### src/rtl/aud_tx_pkg.sv
package aud_tx_pkg;
    localparam int WORD_W = 32;
    localparam int FLEN_W = 7;
    localparam int BIT_W  = $clog2(WORD_W);

    typedef enum logic [1:0] {
        ST_IDLE   = 2'd0,
        ST_DELAY  = 2'd1,
        ST_ACTIVE = 2'd2
    } tx_state_e;

    typedef struct packed {
        logic [2:0]        wl1;
        logic [FLEN_W-1:0] fl1;
        logic [2:0]        wl2;
        logic [FLEN_W-1:0] fl2;
        logic              dual;
        logic              dly;
        logic              ign;
    } tx_cfg_t;

    // Size code to bit count; unused codes select the full word.
    function automatic logic [BIT_W:0] word_bits(input logic [2:0] code);
        case (code)
            3'd0:    return (BIT_W+1)'(8);
            3'd1:    return (BIT_W+1)'(12);
            3'd2:    return (BIT_W+1)'(16);
            3'd3:    return (BIT_W+1)'(20);
            3'd4:    return (BIT_W+1)'(24);
            default: return (BIT_W+1)'(WORD_W);
        endcase
    endfunction
endpackage

### src/rtl/aud_tx_hold.sv
module aud_tx_hold
    import aud_tx_pkg::*;
#(
    parameter int DW = WORD_W
) (
    input  logic          clk,
    input  logic          rst_n,
    input  logic [DW-1:0] in_data,
    input  logic          in_valid,
    output logic          in_ready,
    input  logic          take,
    output logic [DW-1:0] hold_data,
    output logic          hold_full
);
    typedef struct packed {
        logic [DW-1:0] data;
        logic          full;
    } hold_t;

    hold_t hold_d, hold_q;

    always_comb begin
        hold_d = hold_q;
        if (take) begin
            hold_d.full = 1'b0;
        end else if (in_valid && !hold_q.full) begin
            hold_d.data = in_data;
            hold_d.full = 1'b1;
        end
    end

    always_ff @(posedge clk or negedge rst_n) begin
        if (!rst_n) hold_q <= '0;
        else        hold_q <= hold_d;
    end

    assign in_ready  = !hold_q.full;
    assign hold_data = hold_q.data;
    assign hold_full = hold_q.full;
endmodule

### src/rtl/aud_tx_frame.sv
module aud_tx_frame
    import aud_tx_pkg::*;
(
    input  logic              clk,
    input  logic              rst_n,
    input  logic              run,
    input  logic              bclk_en,
    input  logic              fsync,
    input  tx_cfg_t           cfg,
    input  logic              hold_full,
    input  logic [WORD_W-1:0] hold_data,
    output logic              take,
    output logic              ev_sync,
    output logic              ev_unr,
    output logic              sdo
);
    typedef struct packed {
        tx_state_e         st;
        logic              ph;
        logic [FLEN_W-1:0] widx;
        logic [BIT_W-1:0]  bi;
        logic [WORD_W-1:0] cur;
        logic              sdo;
    } frame_t;

    frame_t fr_d, fr_q;

    logic [BIT_W:0]    len1, len2, len_cur, load_len;
    logic [FLEN_W-1:0] fl_cur;
    logic              final_bit, early, start, load;

    always_comb begin
        fr_d     = fr_q;
        take     = 1'b0;
        ev_sync  = 1'b0;
        ev_unr   = 1'b0;
        load     = 1'b0;
        len1     = word_bits(cfg.wl1);
        len2     = word_bits(cfg.wl2);
        len_cur  = fr_q.ph ? len2 : len1;
        fl_cur   = fr_q.ph ? cfg.fl2 : cfg.fl1;
        load_len = len1;
        // The slot that ends the last bit of the frame may carry the next sync.
        final_bit = (fr_q.st == ST_ACTIVE) && (fr_q.bi == '0) &&
                    (fr_q.widx == fl_cur) && (fr_q.ph || !cfg.dual);
        early = fsync && (fr_q.st != ST_IDLE) && !final_bit;
        start = fsync && !(early && cfg.ign);

        if (!run) begin
            fr_d.st  = ST_IDLE;
            fr_d.sdo = 1'b0;
        end else if (bclk_en) begin
            if (start) begin
                ev_sync   = early;
                fr_d.ph   = 1'b0;
                fr_d.widx = '0;
                if (cfg.dly) begin
                    fr_d.st  = ST_DELAY;
                    fr_d.sdo = 1'b0;
                end else begin
                    fr_d.st  = ST_ACTIVE;
                    load     = 1'b1;
                end
            end else begin
                case (fr_q.st)
                    ST_IDLE: fr_d.sdo = 1'b0;
                    ST_DELAY: begin
                        fr_d.st = ST_ACTIVE;
                        load    = 1'b1;
                    end
                    ST_ACTIVE: begin
                        if (fr_q.bi != '0) begin
                            fr_d.bi  = fr_q.bi - 1'b1;
                            fr_d.sdo = fr_q.cur[fr_q.bi - 1'b1];
                        end else if (fr_q.widx != fl_cur) begin
                            fr_d.widx = fr_q.widx + 1'b1;
                            load      = 1'b1;
                            load_len  = len_cur;
                        end else if (!fr_q.ph && cfg.dual) begin
                            fr_d.ph   = 1'b1;
                            fr_d.widx = '0;
                            load      = 1'b1;
                            load_len  = len2;
                        end else begin
                            fr_d.st  = ST_IDLE;
                            fr_d.sdo = 1'b0;
                        end
                    end
                    default: begin
                        fr_d.st  = ST_IDLE;
                        fr_d.sdo = 1'b0;
                    end
                endcase
            end

            if (load) begin
                take     = hold_full;
                ev_unr   = !hold_full;
                fr_d.cur = hold_full ? hold_data : fr_q.cur;
                fr_d.bi  = BIT_W'(load_len - 1'b1);
                fr_d.sdo = fr_d.cur[fr_d.bi];
            end
        end
    end

    always_ff @(posedge clk or negedge rst_n) begin
        if (!rst_n) fr_q <= '{st: ST_IDLE, default: '0};
        else        fr_q <= fr_d;
    end

    assign sdo = fr_q.sdo;
endmodule

### src/rtl/aud_tx_flags.sv
module aud_tx_flags (
    input  logic clk,
    input  logic rst_n,
    input  logic run,
    input  logic ev_sync,
    input  logic ev_unr,
    input  logic underrun_clr,
    output logic sync_err,
    output logic underrun
);
    typedef struct packed {
        logic serr;
        logic unr;
    } flags_t;

    flags_t fl_d, fl_q;

    always_comb begin
        fl_d = fl_q;
        if (!run)         fl_d.serr = 1'b0;
        else if (ev_sync) fl_d.serr = 1'b1;
        if (ev_unr)            fl_d.unr = 1'b1;
        else if (underrun_clr) fl_d.unr = 1'b0;
    end

    always_ff @(posedge clk or negedge rst_n) begin
        if (!rst_n) fl_q <= '0;
        else        fl_q <= fl_d;
    end

    assign sync_err = fl_q.serr;
    assign underrun = fl_q.unr;
endmodule

### src/rtl/aud_tx.sv
module aud_tx
    import aud_tx_pkg::*;
(
    input  logic              clk,
    input  logic              rst_n,
    input  logic              run,
    input  logic              bclk_en,
    input  logic              fsync,
    input  logic [31:0]       ctl,
    input  logic [WORD_W-1:0] in_data,
    input  logic              in_valid,
    output logic              in_ready,
    input  logic              underrun_clr,
    output logic              sdo,
    output logic              sync_err,
    output logic              underrun
);
    tx_cfg_t           cfg;
    logic              take, ev_sync, ev_unr, hold_full;
    logic [WORD_W-1:0] hold_data;
    logic              unused_ctl;

    assign cfg.wl1  = ctl[7:5];
    assign cfg.fl1  = ctl[8 +: FLEN_W];
    assign cfg.dly  = ctl[16];
    assign cfg.ign  = ctl[18];
    assign cfg.wl2  = ctl[23:21];
    assign cfg.fl2  = ctl[24 +: FLEN_W];
    assign cfg.dual = ctl[31];
    assign unused_ctl = ^{ctl[4:0], ctl[15], ctl[17], ctl[20:19]};

    aud_tx_hold #(.DW(WORD_W)) u_hold (
        .clk      (clk),
        .rst_n    (rst_n),
        .in_data  (in_data),
        .in_valid (in_valid),
        .in_ready (in_ready),
        .take     (take),
        .hold_data(hold_data),
        .hold_full(hold_full)
    );

    aud_tx_frame u_frame (
        .clk      (clk),
        .rst_n    (rst_n),
        .run      (run),
        .bclk_en  (bclk_en),
        .fsync    (fsync),
        .cfg      (cfg),
        .hold_full(hold_full),
        .hold_data(hold_data),
        .take     (take),
        .ev_sync  (ev_sync),
        .ev_unr   (ev_unr),
        .sdo      (sdo)
    );

    aud_tx_flags u_flags (
        .clk         (clk),
        .rst_n       (rst_n),
        .run         (run),
        .ev_sync     (ev_sync),
        .ev_unr      (ev_unr),
        .underrun_clr(underrun_clr),
        .sync_err    (sync_err),
        .underrun    (underrun)
    );
endmodule

### config.mk
export PLATFORM = sky130hd
export DESIGN_NAME = aud_tx
export DESIGN_NICKNAME = d
export VERILOG_FILES = /design/src/rtl/aud_tx_pkg.sv /design/src/rtl/aud_tx_hold.sv /design/src/rtl/aud_tx_frame.sv /design/src/rtl/aud_tx_flags.sv /design/src/rtl/aud_tx.sv
export SDC_FILE = /design/constraint.sdc
export NUM_CORES = 1
export LEC_CHECK = 0
export BUFFER_PORTS_ARGS = -buffer_cell sky130_fd_sc_hd__buf_2
export CORE_UTILIZATION = 40
export CTS_CLUSTER_SIZE = 16
export DETAILED_ROUTE_END_ITERATION = 7
export PLACE_DENSITY = 0.64
export SLEW_MARGIN = 20
export SYNTH_ARGS = -nofsm -noshare
export SYNTH_HDL_FRONTEND = slang
export SYNTH_HIERARCHICAL = 1
export SYNTH_SLANG_ARGS = --single-unit
export TNS_END_PERCENT = 20
### constraint.sdc
create_clock -name clk -period 4.5 [get_ports clk]
set_input_delay 0.675 -clock clk [delete_from_list [all_inputs] [get_ports clk]]
set_output_delay 0.675 -clock clk [all_outputs]
set_load 0.05 [all_outputs]
---- Word-level counts from Yosys, hierarchy flattened ----
Index checks and enable logic that the tools add are counted.
operators by class
  mux-type cells .......................... 62
  reduce and logical (&&, ||, !) cells .... 33
  bitwise logic cells ..................... 1
  add/subtract/negate cells ............... 3
  magnitude comparators ................... 2
  eq/ne operators ......................... 27
operator list
  kind                                                                   number
  5-bit 2-to-1 mux                                                       10
  5-bit case mux with 5 select lines                                     2
  48-bit 2-to-1 mux                                                      1
  38-bit 2-to-1 mux                                                      1
  32-bit 2-to-1 mux                                                      1
  1-bit 2-to-1 mux                                                       30
  8-bit 2-to-1 mux                                                       3
  10-bit 2-to-1 mux                                                      2
  5-bit AND reduction                                                    4
  7-bit 2-to-1 mux                                                       2
  13-bit 2-to-1 mux                                                      1
  3-bit by 2-bit equality test with 1-bit output, second input constant  4
  5-bit by 6-bit < comparator with 1-bit output, second input constant   2
  4-bit by 3-bit != test with 1-bit output, second input constant        3
  6-bit by 5-bit != test with 1-bit output, second input constant        2
  2-bit nonzero test                                                     6
  1-bit binary-select mux with 5-bit select                              2
  5-bit by 1-bit subtractor with 5-bit output, second input constant     2
  1-bit logical AND                                                      9
  2-bit by 1-bit != test with 1-bit output, second input constant        4
  4-bit by 2-bit != test with 1-bit output, second input constant        2
  7-bit by 1-bit adder with 7-bit output, second input constant          1
  7-bit equality test                                                    1
  7-bit != test                                                          1
  22 further kinds                                                       32
word-level totals
  input bits .............................. 71
  flip-flop bits (word level) ............. 83

---- Depth between registers and ports, before layout ----
Gate-level depths: netlist of the first run.
  depth after elaboration ................. 18
  gate-level depth with buffers ........... 17
  mapped depth without buffers ............ 16

---- Hierarchy ----
The synthesis of the first run kept the hierarchy.
by module, submodules not included
  module        area each (um^2)  times used  sequential area each (um^2)  cells each
  aud_tx_frame  3134.3            1           1201.2                       254
  aud_tx_hold   1249.9            1           825.8                        72
  aud_tx_flags  68.8              1           50.0                         5

---- Worst setup path after synthesis of the first run ----
No wires, ideal clock.
  path kind ............................... reg2reg
  start point ............................. register u_frame/fr_q[33] in the netlist's numbering
  end point ............................... register u_frame.fr_q (netlist bit u_frame/sdo)
  path slack .............................. 0.639 ns
  stages on the path, launching flop included .. 17
  arrival time ............................ 3.727 ns
  cells stage by stage .................... dfrtp_1 clkbuf_1 inv_1 ha_1 nor4b_1 nand2_1 a2111oi_0 nor2_1 a211oi_1 a21oi_1 ha_1 or2_2 a211oi_1 nor2_1 mux2_2 o211ai_1 a31oi_1
on the way
  cells in the longest elaborated chain, start to end .. 18
RTL lines
  item                                         line                 RTL
  start: declaration                           aud_tx_frame.sv:26   frame_t fr_d, fr_q;
  start signal: assignment                     aud_tx_frame.sv:108  else fr_q <= fr_d;
  5-bit zero test                              aud_tx_frame.sv:44   final_bit = (fr_q.st == ST_ACTIVE) && (fr_q.bi == '0) &&
  1-bit logical AND (2 in a row)               aud_tx_frame.sv:44
  1-bit logical AND                            aud_tx_frame.sv:45   (fr_q.widx == fl_cur) && (fr_q.ph || !cfg.dual);
  1-bit zero test                              aud_tx_frame.sv:46   early = fsync && (fr_q.st != ST_IDLE) && !final_bit;
  1-bit logical AND                            aud_tx_frame.sv:46
  1-bit logical AND                            aud_tx_frame.sv:47   start = fsync && !(early && cfg.ign);
  1-bit zero test                              aud_tx_frame.sv:47
  1-bit logical AND                            aud_tx_frame.sv:47
  5-bit 2-to-1 mux                             aud_tx_frame.sv:53   if (start) begin
  5-bit 2-to-1 mux                             aud_tx_frame.sv:52   end else if (bclk_en) begin
  5-bit 2-to-1 mux                             aud_tx_frame.sv:49   if (!run) begin
  5-bit by 1-bit subtractor with 5-bit output  aud_tx_frame.sv:100  fr_d.bi = BIT_W'(load_len - 1'b1);
  1-bit binary-select mux with 5-bit select    aud_tx_frame.sv:101  fr_d.sdo = fr_d.cur[fr_d.bi];
  1-bit 2-to-1 mux (not written as such)       aud_tx_frame.sv:101
  38-bit 2-to-1 mux                            aud_tx_frame.sv:96   if (load) begin
  48-bit 2-to-1 mux                            aud_tx_frame.sv:52
  1-bit 2-to-1 mux                             aud_tx_frame.sv:49
Parallel ways exist; a longest one is shown, timed or not. The select of a mux whose other input is x is not followed.
A chain may end at the register's enable or synchronous reset.

---- Worst setup path after layout of the first run ----
Ends and elaborated chain as after synthesis.

==> results of run 1 <==
==> routing by layer <==
layer	track usage	vias to the layer above
li1	-	1352
met1	0.219	1390
met2	0.244	82
met3	0.0387	4
met4	0.0323	0
met5	0	-
==> area by class of cell <==
type	instances	share of cell area
Multi-Input combinational cell	225	0.434
Timing Repair Buffer	70	0.0728
Clock buffer	10	0.0252
Inverter	12	0.00888
Sequential cell	83	0.410
Tap cell	140	0.0345
Clock inverter	6	0.0146
==> Yosys cell counts, drive strengths merged, types with 2 or more instances <==
master	count	area share
dfrtp	83	0.47
mux2	70	0.20
nor2	20	0.017
nand2	17	0.014
inv	12	0.010
mux2i	12	0.027
mux4	12	0.061
o21ai	12	0.014
xnor2	10	0.020
buf	8	0.026
ha	7	0.020
a21oi	6	0.0067
a31oi	6	0.0098
and3	4	0.0067
nor3	4	0.0056
xor2	4	0.0079
clkbuf	3	0.0025
nand3	3	0.0034
nor2b	3	0.0042
a2111oi	2	0.0039
a211oi	2	0.0034
nor3b	2	0.0059
o21a	2	0.0034
o31ai	2	0.0034
or2	2	0.0028
or3	2	0.0028
==> worst max-delay path by stage <==
stage | startpoint | end | slack (ps)
4_1_cts | u_frame/fr_q[45] | u_frame/sdo | 480
6_report | u_frame/fr_q[33] | u_frame/sdo | 480
5_1_grt | u_frame/fr_q[33] | u_frame/sdo | 130
3_5_place_dp | ctl[27] | u_frame/sdo | 440
2_1_floorplan | u_frame/fr_q[33] | u_frame/sdo | 640
3_3_place_gp | ctl[27] | u_frame/sdo | 500
==> where the power goes <==
part / switching (W) / internal [W] / leakage [nW]
Clock: 0.000279 / 0.000263 / 0.0950
Combinational: 0.000331 / 0.000589 / 1.13
Sequential: 0.000192 / 0.00102 / 1.01
Total: 0.000802 / 0.00187 / 2.24
==> metrics by stage <==
step | util | setup WS, ps | instances | hold slack [ps] | power, W
4_1_cts | 0.467 | 484 | 546 | 485 | 0.00271
3_5_place_dp | 0.449 | 439 | 530 | 465 | 0.00216
2_1_floorplan | - | 639 | 331 | 379 | 0.00193
5_1_grt | 0.468 | 131 | 546 | 407 | 0.00287
3_3_place_gp | 0.449 | 498 | 530 | 461 | 0.00213
6_report | 0.468 | 478 | 546 | 339 | 0.00268
==> cell families after synthesis <==
| logic type | count (synthesis) | share of synthesized area |
|---|---|---|
| flops | 83 | 0.466 |
| buf+inv | 23 | 0.0388 |
| compound gates | 44 | 0.0770 |
| xor+xnor | 14 | 0.0275 |
| fa+ha+maj | 7 | 0.0197 |
| simple gates | 66 | 0.0815 |
| mux | 94 | 0.289 |
==> key figures, run 1 <==
Critical path
  – Maximum fanout along the worst path: 4
  – Worst setup SP type: flip-flop
  – Slowest cell on crit path: a211oi_1
  – Reg2Reg Depth: 16
  – Reg-to-Reg End: u_frame/sdo
  – CP delay by family, top: compound AO/OA/AOI/OAI gates
  – CP Capture Type: flip-flop
  – Required time worst endpoint: 4730 ps
  – Crit path depth: 16
  – Buffers & Inverters on Critical Path: 2
  – Crit-path max cell delay: 500 ps
  – R2r setup slk: 480 ps
  – CP Cell Sequence: inv_1, ha_1, nor4b_1, nand2_1, a2111oi_0, buf_4, nor2_1, a211oi_1, a21oi_1, ha_1, or2_2, a211oi_1, nor2_1, mux2_2, o211ai_1, a31oi_1
  – R2R Path Start: u_frame/fr_q[33]
  – Crit Path Category: reg2reg
  – WP data arrival: approximately 4300 ps

Clock tree
  – Clock root cell: clkbuf_8
  – Post-CTS Setup Inserts: 0
  – Sink Count: 83
  – CTS clock-pin slew for the worst setup and hold paths: 90 ps
  – Inserted Clock Buffers: 9
  – H-tree depth: 3
  – Cts hold-fix bufs: 0
  – Clock latency on the worst-skew pair: 350 ps
  – Post-CTS Resized: 0
  – CTS Buffer Depth: 2
  – TritonCTS clock tree: done

Final layout
  – Share of cells above drive strength 1: 0.441
  – Area delta synth->final: 13.9%
  – Most frequent cells in the layout: dfrtp_1, buf_2, mux2_2
  – Filler cell count: 988
  – Post-layout instance area: between 5000 and 6000 um2
  – Area of the multi-input gates: ~2200 um2
  – # nets final: 479
  – Number of antenna diodes: 0
  – Commonest non-fill, non-tap cell in the layout: dfrtp_1
  – Register area: 2080 um2

Synth
  – Mapped Area: 4450 um2
  – Cells after Synth: 331
  – Synth async-reset ratio: 1.00
  – Syn Area/Cell: between 10 and 15 um2
  – Yosys warns: 6
  – Sequential-to-total area share from yosys stat: 0.466
  – Top FF cell, synth: dfrtp_1
  – Post-synth cell types: 56
  – Register bit count reported by yosys: between 80 and 90
  – Post-synth EDFFs: 0
  – Synth Net Count: about 410

Placement
  – Number of port buffers: 65
  – Placer Congestion: 0.822
  – Dpl cell area: ~4900 um2
  – DP Wirelength: slightly below 6000 um

Timing
  – RSZ-0062 raised after global routing: no
  – Slew Viols, Final: 0
  – Final setup viols: 0
  – Final Skew: 8.91 ps
  – Minimum clock period: 4020 ps
  – Final Hold Vio Count: 0
  – Period utilization: 0.894
  – Post-Route Setup TNS: 0 ps
  – Max Clk Rate: 249 MHz
  – Slew @ Worst Pin: 757 ps
  – Slew HR: 0.495

Job
  – Max cap viols: 0

Detailed routing
  – Total Routed Length: 8260 um
  – Detailed-route via count: 2,828
  – Routed Antenna Nets: 0
  – Routed WL per cell: 15.1 um
  – Met2 wire len: ~3800 um
  – DRT iter0 DRCs: 88
  – M1 WL: between 3000 and 4000 um
  – DR top layer: met4
  – DRC viols: 0
  – Met3 WL post-DR: 436 um
  – Initial DRT Pass Iterations: 4
  – DR vias/cell: 5.18

Die
  – Cell Rows: 38
  – Die Wd: 108 um
  – Initial Utilization: 0.411
  – Ports: 75
  – Die area: 11,600 um2
  – Core area: 10,800 um2
  – Die H: approximately 110 um

Pwr
  – Worst ir drop on vdd: 0.310 mV
  – Power Density: 528 nW/um2
  – P_leak: 2.24 nW

Min path
  – Min-delay worst type: in2async

Global routing
  – GRT Util Overall: 0.156
  – Largest net degree at the start of global routing: 84
  – Number of global-route vias before repair: 2,857
  – Congestion Overflow GR: 0
  – First-pass GRT wire length: 14,100 um
  – Number of antenna violations at the first check in global routing: 0

Status
  – Outcome: finished clean
(Power assumes the default switching activity.)
==> inputs of run 2 (changes only) <==
--- a/config.mk
+++ b/config.mk
@@ -6,6 +6,7 @@
 export NUM_CORES = 1
 export LEC_CHECK = 0
 export BUFFER_PORTS_ARGS = -buffer_cell sky130_fd_sc_hd__buf_2
+export CORE_MARGIN = 2
 export CORE_UTILIZATION = 40
 export CTS_CLUSTER_SIZE = 16
 export DETAILED_ROUTE_END_ITERATION = 7
==> constraint.sdc (replaced) <==
create_clock -name clk -period 4.9 [get_ports clk]
set_input_delay 0.735 -clock clk [delete_from_list [all_inputs] [get_ports clk]]
set_output_delay 0.735 -clock clk [all_outputs]
set_load 0.05 [all_outputs]
==> run 2 against run 1 <==
  * Cell count decreased by 0.18%
  * Clock skew up 2.1 ps
  * Critical path type unchanged
  * Sequential share of layout area up 0.071 points
  * First-iteration DRC count rose by 42%
  * Core utilization shrank 0.081 points
  * Sequential power fell by 8%
  * Die area grew 3.8%
==> key figures, run 2 (synthesized netlist as in run 1, its figures left out) <==
Global routing
  – First-pass GRT wire length: 13,700 um
  – GRT Util Overall: 0.149
  – Largest net degree at the start of global routing: 84
  – Number of antenna violations at the first check in global routing: 0
  – Number of global-route vias before repair: 2,871
  – Congestion Overflow GR: 0

Timing
  – Slew @ Worst Pin: between 700 and 800 ps
  – Final Skew: between 10 and 15 ps
  – Slew Viols, Final: 0
  – Final setup viols: 0
  – Slew HR: 0.504
  – Max Clk Rate: 240 MHz
  – Minimum clock period: between 4000 and 5000 ps
  – RSZ-0062 raised after global routing: no
  – Period utilization: 0.850
  – Final Hold Vio Count: 0
  – Post-Route Setup TNS: 0 ps

Pwr
  – Psw: around 0.00073 W
  – Sequential fraction of design power: 0.453
  – P_int: 0.00172 W
  – Comb pwr share: 0.343
  – Power Density: 485 nW/um2
  – Sw Ratio: 0.299
  – P_leak: 2.23 nW
  – Clock power share: 0.204
  – Worst ir drop on vdd: 0.212 mV

Final layout
  – Commonest non-fill, non-tap cell in the layout: dfrtp_1
  – Finished Layout Cells: roughly 550
  – Final Util: 0.467
  – Number of antenna diodes: 0
  – Most frequent cells in the layout: dfrtp_1, buf_2, mux2_2
  – Share of cells above drive strength 1: 0.440
  – # nets final: 478
  – Area delta synth->final: 13.7%

Die
  – Ports: 75
  – Die H: about 110 um
  – Initial Utilization: 0.411
  – Die Wd: 110 um
  – Cell Rows: 38
  – Die area: 12,000 um2
  – Core area: about 11,000 um2

Clock tree
  – Clock root cell: clkbuf_8
  – CTS Buffer Depth: 2
  – CTS clock-pin slew for the worst setup and hold paths: 90 ps
  – Post-CTS Setup Inserts: 0
  – Sink Count: 83
  – H-tree depth: 3
  – TritonCTS clock tree: done
  – Clock latency on the worst-skew pair: 360 ps
  – Cts hold-fix bufs: 0
  – Inserted Clock Buffers: 9
  – Post-CTS Resized: 0

Critical path
  – Maximum fanout along the worst path: 4
  – WP data arrival: 4390 ps
  – Crit Path Category: reg2reg
  – CP Capture Type: flip-flop
  – Required time worst endpoint: 5130 ps
  – Worst setup SP type: flip-flop

Status
  – Outcome: finished clean

Min path
  – Min-delay worst type: in2async

Placement
  – DP Wirelength: 5970 um
  – Number of port buffers: 65
  – Placer Congestion: ~0.87
  – Placed insts: 529

Detailed routing
  – DR vias/cell: approximately 5.1
  – DRC viols: 0
  – DRT iter0 DRCs: 125
  – Total Routed Length: 8310 um
  – Detailed-route via count: about 2,800
  – Routed WL per cell: ~15 um
  – Initial DRT Pass Iterations: 5
  – Routed Antenna Nets: 0

Job
  – Max cap viols: 0
## run 2: layout make-up
type                            count  area (um2)
Fill cell                        1020        5780
Multi-Input combinational cell    225        2200
Sequential cell                    83        2080
Timing Repair Buffer               69         362
Tap cell                          140         175
Clock buffer                       10         128
Clock inverter                      6        72.6
Inverter                           12        45.0
## run 2: power groups by stage
stage | clock (W) | combinational [W] | sequential [W]
floorplan | 0 | 0.000705 | 0.00107
global placement | 0 | 0.000836 | 0.00112
detailed placement | 0 | 0.000848 | 0.00113
CTS | 0.000521 | 0.000851 | 0.00112
global route | 0.000555 | 0.000924 | 0.00115
finish | 0.000499 | 0.000841 | 0.00111
## run 2: layer usage
metal	global-route usage	part of all wire
met3	0.0456	0.062
met5	0	0
met1	0.204	0.47
met2	0.229	0.45
met4	0.0407	0.0088
## run 2: per-stage QoR
step | setup slack, ps | hold WS, ps | total power [W] | instance area (um2)
6_report | 735 | 416 | 0.00245 | 5060
4_1_cts | 808 | 484 | 0.00249 | 5060
3_5_place_dp | 694 | 465 | 0.00198 | 4860
3_3_place_gp | 827 | 461 | 0.00195 | 4860
5_1_grt | 489 | 460 | 0.00263 | 5060
2_1_floorplan | 1040 | 439 | 0.00177 | 4450
## run 2: critical path, cell delays in order, from the launching register on
cell,delay [ps]
dfrtp_1,380
inv_1,100
ha_1,180
nor4b_1,590
nand2_1,210
a2111oi_0,320
buf_4,190
nor2_1,70
a211oi_1,210
a21oi_1,70
ha_1,240
or2_2,300
a211oi_1,500
nor2_1,90
mux2_2,300
o211ai_1,170
a31oi_1,100
## run 2: worst paths after layout
path	start	endpoint	slack (ps)	depth (start not counted)
max in group asynchronous	rst_n	u_hold/hold_data[10]	3980	1
min in group clk	u_flags/underrun	u_flags/underrun	480	1
max reg2reg	u_frame/fr_q[33]	u_frame/sdo	740	16
min	rst_n	u_frame/fr_q[44]	420	1
max	u_frame/fr_q[33]	u_frame/sdo	740	16
min reg2reg	u_flags/underrun	u_flags/underrun	480	1
==> inputs of run 3 (changes only) <==
--- a/config.mk
+++ b/config.mk
@@ -5,6 +5,7 @@
 export SDC_FILE = /design/constraint.sdc
 export NUM_CORES = 1
 export LEC_CHECK = 0
+export ABC_AREA = 1
 export BUFFER_PORTS_ARGS = -buffer_cell sky130_fd_sc_hd__buf_2
 export CORE_MARGIN = 2
 export CORE_UTILIZATION = 40
==> constraint.sdc (replaced) <==
create_clock -name clk -period 4 [get_ports clk]
set_input_delay 0.6 -clock clk [delete_from_list [all_inputs] [get_ports clk]]
set_output_delay 0.6 -clock clk [all_outputs]
set_load 0.05 [all_outputs]
==> run 3 against run 2 <==
  * Clock power increased by 48%
  * Hold slack got worse by 97 ps
  * Clock-buffer cell count increased by 2
  * Clock skew decreased by 5.4 ps
  * Fmax increased by 46%
  * Cell count increased by 50%
  * Via count increased by 44%
  * Global-route usage increased by 2.8 points
  * Largest power group unchanged
==> key figures, run 3 <==
Status
  – Outcome: finished clean

Placement
  – Number of port buffers: 65
  – DP Wirelength: about 7300 um
  – Worst slack, placed: 1130 ps
  – Placer Congestion: 0.866

Timing
  – Slew Viols, Final: 0
  – Final setup viols: 0
  – RSZ-0062 raised after global routing: no
  – Slew @ Worst Pin: slightly below 800 ps
  – Final Skew: 5.64 ps
  – Max Clk Rate: 351 MHz
  – Post-Route Setup TNS: 0 ps
  – Slew HR: 0.473
  – Final Hold Vio Count: 0
  – Period utilization: 0.712
  – Final worst slack: 1150 ps
  – Minimum clock period: 2850 ps

Final layout
  – Share of cells above drive strength 1: 0.172
  – Number of antenna diodes: 0
  – Commonest non-fill, non-tap cell in the layout: nand2_1
  – Most frequent cells in the layout: nand2_1, dfrtp_1, nand3_1
  – Filler cell count: 1,151
  – Area delta synth->final: 15.0%
  – # nets final: 749

Global routing
  – Number of global-route vias before repair: 3,910
  – Largest net degree at the start of global routing: 84
  – Congestion Overflow GR: 0
  – First-pass GRT wire length: 18,000 um
  – GRT Util Overall: 0.177
  – Number of antenna violations at the first check in global routing: 0

Detailed routing
  – DRC viols: 0
  – Detailed-route via count: 4,036
  – Routed Antenna Nets: 0
  – Initial DRT Pass Iterations: 4
  – Routed WL per cell: 12.6 um
  – DR vias/cell: 4.94
  – DRT iter0 DRCs: 225
  – Total Routed Length: 10,300 um

Synth
  – Synth Net Count: 688
  – Syn Area/Cell: 7.51 um2
  – Sequential-to-total area share from yosys stat: 0.454
  – Post-synth EDFFs: 0
  – Top FF cell, synth: dfrtp_1
  – Top-count cell post-synth: nand2_1
  – Post-synth cell types: 37
  – Yosys warns: 6
  – Synth async-reset ratio: 1.00
  – Post-synth top area share: 0.454
  – Largest cells by area after synthesis: dfrtp_1, nand2_1, nand3_1
  – Mapped Area: around 4600 um2
  – Register bit count reported by yosys: 83
  – Largest area contributor in the netlist: dfrtp_1
  – Cells after Synth: 610
  – Synth cell count leaders: nand2_1, dfrtp_1, nand3_1

Critical path
  – Required time worst endpoint: 4270 ps
  – CP Cell Sequence: nand2_1, nand2_1, nand2_1, nand2_1, nand2_1, nor2_4, nand4_2, nand3_2, nand2_4, inv_2, nand2_2, nand2_4, nor2_8, nand2_4, inv_4, nor2_4, buf_4, nand3_1, nand2_1
  – Maximum fanout along the worst path: 32
  – Buffers & Inverters on Critical Path: 3
  – Slowest cell on crit path: dfrtp_1
  – Most frequent CP cell: nand2_1
  – Reg-to-Reg End: u_hold/hold_data[2]
  – CP delay by family, top: simple AND/OR/NAND/NOR gates
  – CP Capture Type: flip-flop
  – Reg2Reg Depth: 19
  – R2r setup slk: around 1200 ps
  – Crit-path max cell delay: 610 ps
  – WP data arrival: around 3100 ps
  – Crit Path Category: reg2reg
  – Worst setup SP type: flip-flop
  – R2R Path Start: u_frame/fr_q[45]

Clock tree
  – Post-CTS Resized: 0
  – CTS Buffer Depth: 2
  – Clock root cell: clkbuf_16
  – Cts hold-fix bufs: 0
  – CTS clock-pin slew for the worst setup and hold paths: ~60 ps
  – Clock latency on the worst-skew pair: 330 ps
  – Sink Count: 83
  – Post-CTS Setup Inserts: 0
  – H-tree depth: 3
  – TritonCTS clock tree: done
  – Inserted Clock Buffers: 9

Min path
  – Min-delay worst type: in2async

Pwr
  – Worst ir drop on vdd: roughly 0.26 mV
  – P_leak: between 2 and 3 nW
  – Power Density: 565 nW/um2

Die
  – Cell Rows: 39
  – Die H: 111 um
  – Die Wd: ~110 um
  – Initial Utilization: 0.406
  – Core area: 11,300 um2
  – Die area: ~12,000 um2
  – Ports: 75

Job
  – Max cap viols: 0
[run 3: where the power goes]
part / switching [W] / leakage, nW / total [W] / internal [W]
sequential: 0.000160 / 1.05 / 0.00125 / 0.00109
combinational: 0.000618 / 1.62 / 0.000981 / 0.000364
clock: 0.000309 / 0.128 / 0.000740 / 0.000431
[run 3: worst max-delay path by stage]
stage | startpoint | to | slack (ps) | cells after the start
detailed placement | ctl[25] | u_hold/hold_data[2] | 1130 | 21
CTS | u_frame/fr_q[45] | u_hold/hold_data[30] | 1120 | 19
floorplan | u_frame/fr_q[33] | u_hold/hold_data[0] | 1210 | 20
finish | u_frame/fr_q[45] | u_hold/hold_data[2] | 1150 | 19
global route | u_frame/fr_q[45] | u_hold/hold_data[13] | 850 | 19
global placement | ctl[24] | u_hold/hold_data[2] | 1180 | 21
[run 3: per-layer routing]
layer,global-route usage,vias up,wire length (um)
met5,0,-,0
met4,0.0742,0,102
met3,0.0312,7,414
met2,0.281,79,4720
met1,0.241,1873,5060
li1,-,2077,-
[run 3: final cells by class]
cell class | count | area [um2] | share of cell area
multi-input combinational | 449 | 2130 | 0.405
sequential | 83 | 2080 | 0.394
timing repair buffer | 72 | 397 | 0.0753
clock buffer | 12 | 246 | 0.0468
tap | 143 | 179 | 0.0340
inverter | 56 | 220 | 0.0418
clock inverter | 2 | 13.8 | 0.00261
[run 3: metrics by stage]
step	power [W]	hold slack, ps	area (um2)	utilization	cells
final	0.00297	320	5270	0.467	817
after global routing	0.00324	387	5270	0.467	817
after CTS	0.00301	473	5260	0.467	817
after detailed placement	0.00225	458	5000	0.444	803
after global placement	0.00222	457	5000	0.444	803
after floorplan	0.00195	304	4580	-	610
[run 3: cells by family (layout without fill, tap and decap cells)]
| kind of cell | count (synthesis) | count (layout) | synth area share |
|---|---|---|---|
| AO/OA/AOI/OAI | 75 | 75 | 0.0863 |
| XOR/XNOR | 3 | 3 | 0.00574 |
| adder cells (fa/ha/maj) | 7 | 7 | 0.0191 |
| buffers and inverters | 78 | 142 | 0.0809 |
| flip-flops | 83 | 83 | 0.454 |
| multiplexers | 2 | 2 | 0.00437 |
| AND/OR/NAND/NOR | 362 | 362 | 0.350 |
[run 3: worst reg2reg max path, cell delays in order, from the launching register on]
cell	delay [ps]
dfrtp_1	610
nand2_1	140
nand2_1	100
nand2_1	50
nand2_1	50
nand2_1	80
nor2_4	160
nand4_2	110
nand3_2	120
nand2_4	110
inv_2	110
nand2_2	90
nand2_4	150
nor2_8	90
nand2_4	100
inv_4	50
nor2_4	110
buf_4	320
nand3_1	160
nand2_1	100
